File: src/rtl/lcd_strobe_seq.sv
module lcd_strobe_seq #(
  parameter int unsigned NORM_TC = 62500,
  parameter int unsigned DBG_TC  = 5000000,
  parameter int unsigned DW      = 8
) (
  input  logic          clk,
  input  logic          rst,
  input  logic          mode3,
  input  logic          dbg_rate,
  input  logic          in_valid,
  output logic          in_ready,
  input  logic [DW-1:0] in_data,
  input  logic          in_rs,
  output logic          lcd_e,
  output logic          lcd_rs,
  output logic          lcd_rw,
  output logic [DW-1:0] lcd_db
);

  localparam int unsigned MAX_TC = (NORM_TC > DBG_TC) ? NORM_TC : DBG_TC;
  localparam int CW = $clog2(MAX_TC + 1);

  typedef enum logic [1:0] {ST_IDLE, ST_SETUP, ST_STROBE, ST_HOLD} st_t;

  st_t           st;
  logic [CW-1:0] cnt;
  logic [CW-1:0] tc_m1;
  logic          m3_q, dbg_q;
  logic          tick, last, take;

  assign tc_m1    = dbg_q ? CW'(DBG_TC - 1) : CW'(NORM_TC - 1);
  assign tick     = (st != ST_IDLE) && (cnt == tc_m1);
  assign last     = m3_q ? (st == ST_HOLD) : (st == ST_STROBE);
  assign in_ready = (st == ST_IDLE) || (last && tick);
  assign take     = in_valid && in_ready;
  assign lcd_e    = (st == ST_STROBE);
  assign lcd_rw   = 1'b0;

  always_ff @(posedge clk) begin
    if (rst) begin
      st     <= ST_IDLE;
      cnt    <= '0;
      m3_q   <= 1'b0;
      dbg_q  <= 1'b0;
      lcd_db <= '0;
      lcd_rs <= 1'b0;
    end else if (take) begin
      st     <= ST_SETUP;
      cnt    <= '0;
      m3_q   <= mode3;
      dbg_q  <= dbg_rate;
      lcd_db <= in_data;
      lcd_rs <= in_rs;
    end else if (tick) begin
      cnt <= '0;
      case (st)
        ST_SETUP:  st <= ST_STROBE;
        ST_STROBE: st <= last ? ST_IDLE : ST_HOLD;
        default:   st <= ST_IDLE;
      endcase
    end else if (st != ST_IDLE) begin
      cnt <= cnt + 1'b1;
    end
  end

  assert_reset_idle_R1: assert property (@(posedge clk)
    rst |=> (!lcd_e && in_ready && lcd_db == '0 && !lcd_rs));

  assert_take_starts_low_R2: assert property (@(posedge clk) disable iff (rst)
    take |=> (!lcd_e && !in_ready));

  assert_strobe_not_final_R4: assert property (@(posedge clk) disable iff (rst)
    (lcd_e && m3_q) |-> !in_ready);

  assert_bus_hold_R6: assert property (@(posedge clk) disable iff (rst)
    lcd_e |-> ($stable(lcd_db) && $stable(lcd_rs)));

  assert_no_take_no_change_R10: assert property (@(posedge clk) disable iff (rst)
    !take |=> ($stable(lcd_db) && $stable(lcd_rs)));

endmodule

File: config.mk
export PLATFORM = sky130hd
export DESIGN_NAME = lcd_strobe_seq
export DESIGN_NICKNAME = d
export VERILOG_FILES = /design/src/rtl/lcd_strobe_seq.sv
export SDC_FILE = /design/constraint.sdc
export NUM_CORES = 1
export LEC_CHECK = 0
export BUFFER_PORTS_ARGS = -buffer_cell sky130_fd_sc_hd__buf_2
export CAP_MARGIN = 15
export CORE_MARGIN = 2
export CORE_UTILIZATION = 57
export DETAILED_ROUTE_END_ITERATION = 8
export HOLD_SLACK_MARGIN = 0.15
export PLACE_DENSITY = 0.79
export SKIP_CTS_REPAIR_TIMING = 1
export SLEW_MARGIN = 20
export SYNTH_ARGS = -nofsm -noshare
export SYNTH_HDL_FRONTEND = slang
export SYNTH_SLANG_ARGS = --single-unit
File: constraint.sdc
create_clock -name clk -period 3.1 [get_ports clk]
set_clock_uncertainty 0.2 [all_clocks]
set_input_delay 0.155 -clock clk [delete_from_list [all_inputs] [get_ports clk]]
set_output_delay 0.155 -clock clk [all_outputs]
set_load 0.1 [all_outputs]
==> flow_summary.toml <==
[global_route]
grt_pass1_vias = 1414
grt.total_usage_pct = 20.4
grt_max_degree = 26
grt_pass1_wl_mm = 6.44
antenna_found_initial = 0
overflow = 0

[synthesis]
synth_cells = 201
synthArstFlopShare_pct = 0
yosys.area.top_type = "dfxtp_1"
syn_avg_cell_area_um2 = 9.98
yosys-top-cells-area = "dfxtp_1, nor2_4, nand2b_1, xnor2_1, mux2i_1"
yosysWarnings = 0
synth_top_area_share_pct = 35.9
dominantRegCellSynth = "dfxtp_1"
ys_seq_area_share_pct = 35.9
syn_area_um2 = 2010
ys_ff_latch = 36
synth_edf_count = 0
synth_nets = 220
yosys.cell_types.count = 39

[finish]
area_growth_pct = 15.0
diodes = 0
drive_gt1_share_pct = 23.8
final_cell_mix = "dfxtp_1, nand2b_1, buf_2"
fin_nets = 258
fin_area_um2 = 2310
final_core_util_pct = 68.6
layout_commonest_cell = "dfxtp_1"

[timing]
totalNegativeSetupSlack_ps = 0
min_period_over_period_pct = 92.8
layout_min_cycle_time_ps = 2880
fmax_mhz = 347
rsz0062_at_grt = "no"
hold_viol = 0
report.final.slew_viol_count = 0
finalSetupViolCount = 0

[floorplan]
die_w_um = 63.3
core_um2 = 3360
row_count = 21
start_util_pct = 59.7
io_pins = 26
die_area_um2 = 4010
die_height_um = 63.3

[setup_path]
r2r_slack_ps = 220
end_kind = "flop"
slowest_stage = "dlygate4sd3_1"
cpPeakStageDelay_ps = 560
path_max_fanout = 9
cp-start-kind = "flop"
cp.required_ps = 3150
critPathKind = "reg -> reg"
crit_arrival_ps = 2930
crit_chain = "inv_1 -> ha_1 -> and3b_1 -> nand4_1 -> a211oi_4 -> mux2i_1 -> a21oi_1 -> dlygate4sd3_1"

[routing]
drc_errors = 0
dr.pass1.iters = 4
detail-route-antenna-nets = 0
wl_per_cell_um = 13.3
viasPerCell = 5.21
vias = 1486
drt-initial-drc-count = 110
totalWireLength_mm = 3.80

[clocking]
cts_root_buf = "clkbuf_4"
cts_made_buffers = 5
ctsLongestPathBuffers = 2
numClockSinks = 36
clock_latency_ps = 350
cts.clk_slew.worst_paths_ps = 120
tritoncts = "yes"
h-tree-depth = 2

[power_and_ir_drop]
power.density_nw_per_um2 = 390
p_switching_mw = 0.287
p_seq_share_pct = 53.7
power.total_mw = 0.901
p_int_mw = 0.614
pwr-share-clk_pct = 26.2
pwr-share-comb_pct = 20.1
ir_worst_vdd_mv = 0.291
leakagePower_nw = 0.814
switching_share_pct = 31.9

[placed_design]
dp_hpwl_mm = 2.47
placed_cell_area_um2 = 2120
io_buffers = 24
globalplace.congestion = 0.781

[outcome]
status = "finished clean"

[flow_run]
maxCapViolCount = 0

[hold_path]
worstHoldPathType = "reg -> reg"
## area by class of cell
cell class              count  area, um^2
multi-input cells         149        1170
fillers                   291        1050
flip-flops and latches     36         721
repair buffers             40         290
well taps                  46        57.6
clock buffers               6        41.3
inverters                   7        26.3
clock inverters             1        5.00
## stage by stage
step	std cells	hold WS [ps]	worst slack (ps)
final	285	278	222
after global routing	285	301	95.0
after CTS	271	-154	156
after detailed placement	264	224	407
after global placement	264	220	498
after floorplan	201	110	518
## sequential cells by signal (all words and copies together), names as in the netlist
| signal | cells |
|---|---|
| m3_q | 1 |
| lcd_rs | 1 |
| st | 2 |
| cnt | 23 |
| lcd_db | 8 |
| dbg_q | 1 |
## worst max-delay path, delay by kind of cell, from the launching register on
family / cells / cell delay (ps)
multiplexers: 1 / 270
flip-flops: 1 / 410
adder cells (fa/ha/maj): 1 / 300
AND/OR/NAND/NOR: 2 / 430
buffers and inverters: 2 / 650
AO/OA/AOI/OAI: 2 / 510
## power groups by stage
stage / Clock, mW / Sequential [mW] / Combinational (mW)
finish: 0.236 / 0.483 / 0.181
global route: 0.265 / 0.485 / 0.190
CTS: 0.244 / 0.483 / 0.166
detailed placement: 0 / 0.494 / 0.165
global placement: 0 / 0.494 / 0.163
floorplan: 0 / 0.551 / 0.0888
## cells in the mapped netlist (2+ instances only)
cell type	n
nand2b_1	23
clkbuf_1	4
and2_1	2
nand3b_1	2
xor2_1	7
ha_1	5
mux2i_1	13
and3b_1	2
nor2_1	10
nand2_1	6
inv_1	7
and4_1	2
nand4_1	6
nor2_4	20
nor4_1	3
buf_12	3
nand3_1	6
dfxtp_1	36
xnor2_1	16
nor3_1	9
## kinds of logic after synthesis
kind of cell               after synthesis  share of synthesized area [%]
muxes                                   14                           7.04
other                                    1                          0.187
DFF                                     36                           35.9
adders and majority gates                5                           3.12
buffers and inverters                   16                           5.99
and+or+nand+nor                         98                           33.8
AOI/OAI and AO/OA                        8                           3.93
xor gates and xnor gates                23                           10.0
## final timing paths
path                            startpoint   endpoint  cells past startpoint
worst max-delay path                 st[1]      st[0]                      8
worst min-delay path             lcd_db[0]  lcd_db[0]                      2
worst min register to register   lcd_db[0]  lcd_db[0]                      2
worst max register to register       st[1]      st[0]                      8
## per-layer routing
metal / vias up / track usage [%] / wire length [um]
met3: 8 / 5.89 / 114
li1: 749 / - / -
met1: 701 / 25.4 / 1690
met2: 28 / 33.9 / 1930
met4: 0 / 6.52 / 57
met5: - / 0 / 0
Power figures use the tool's default switching activity.
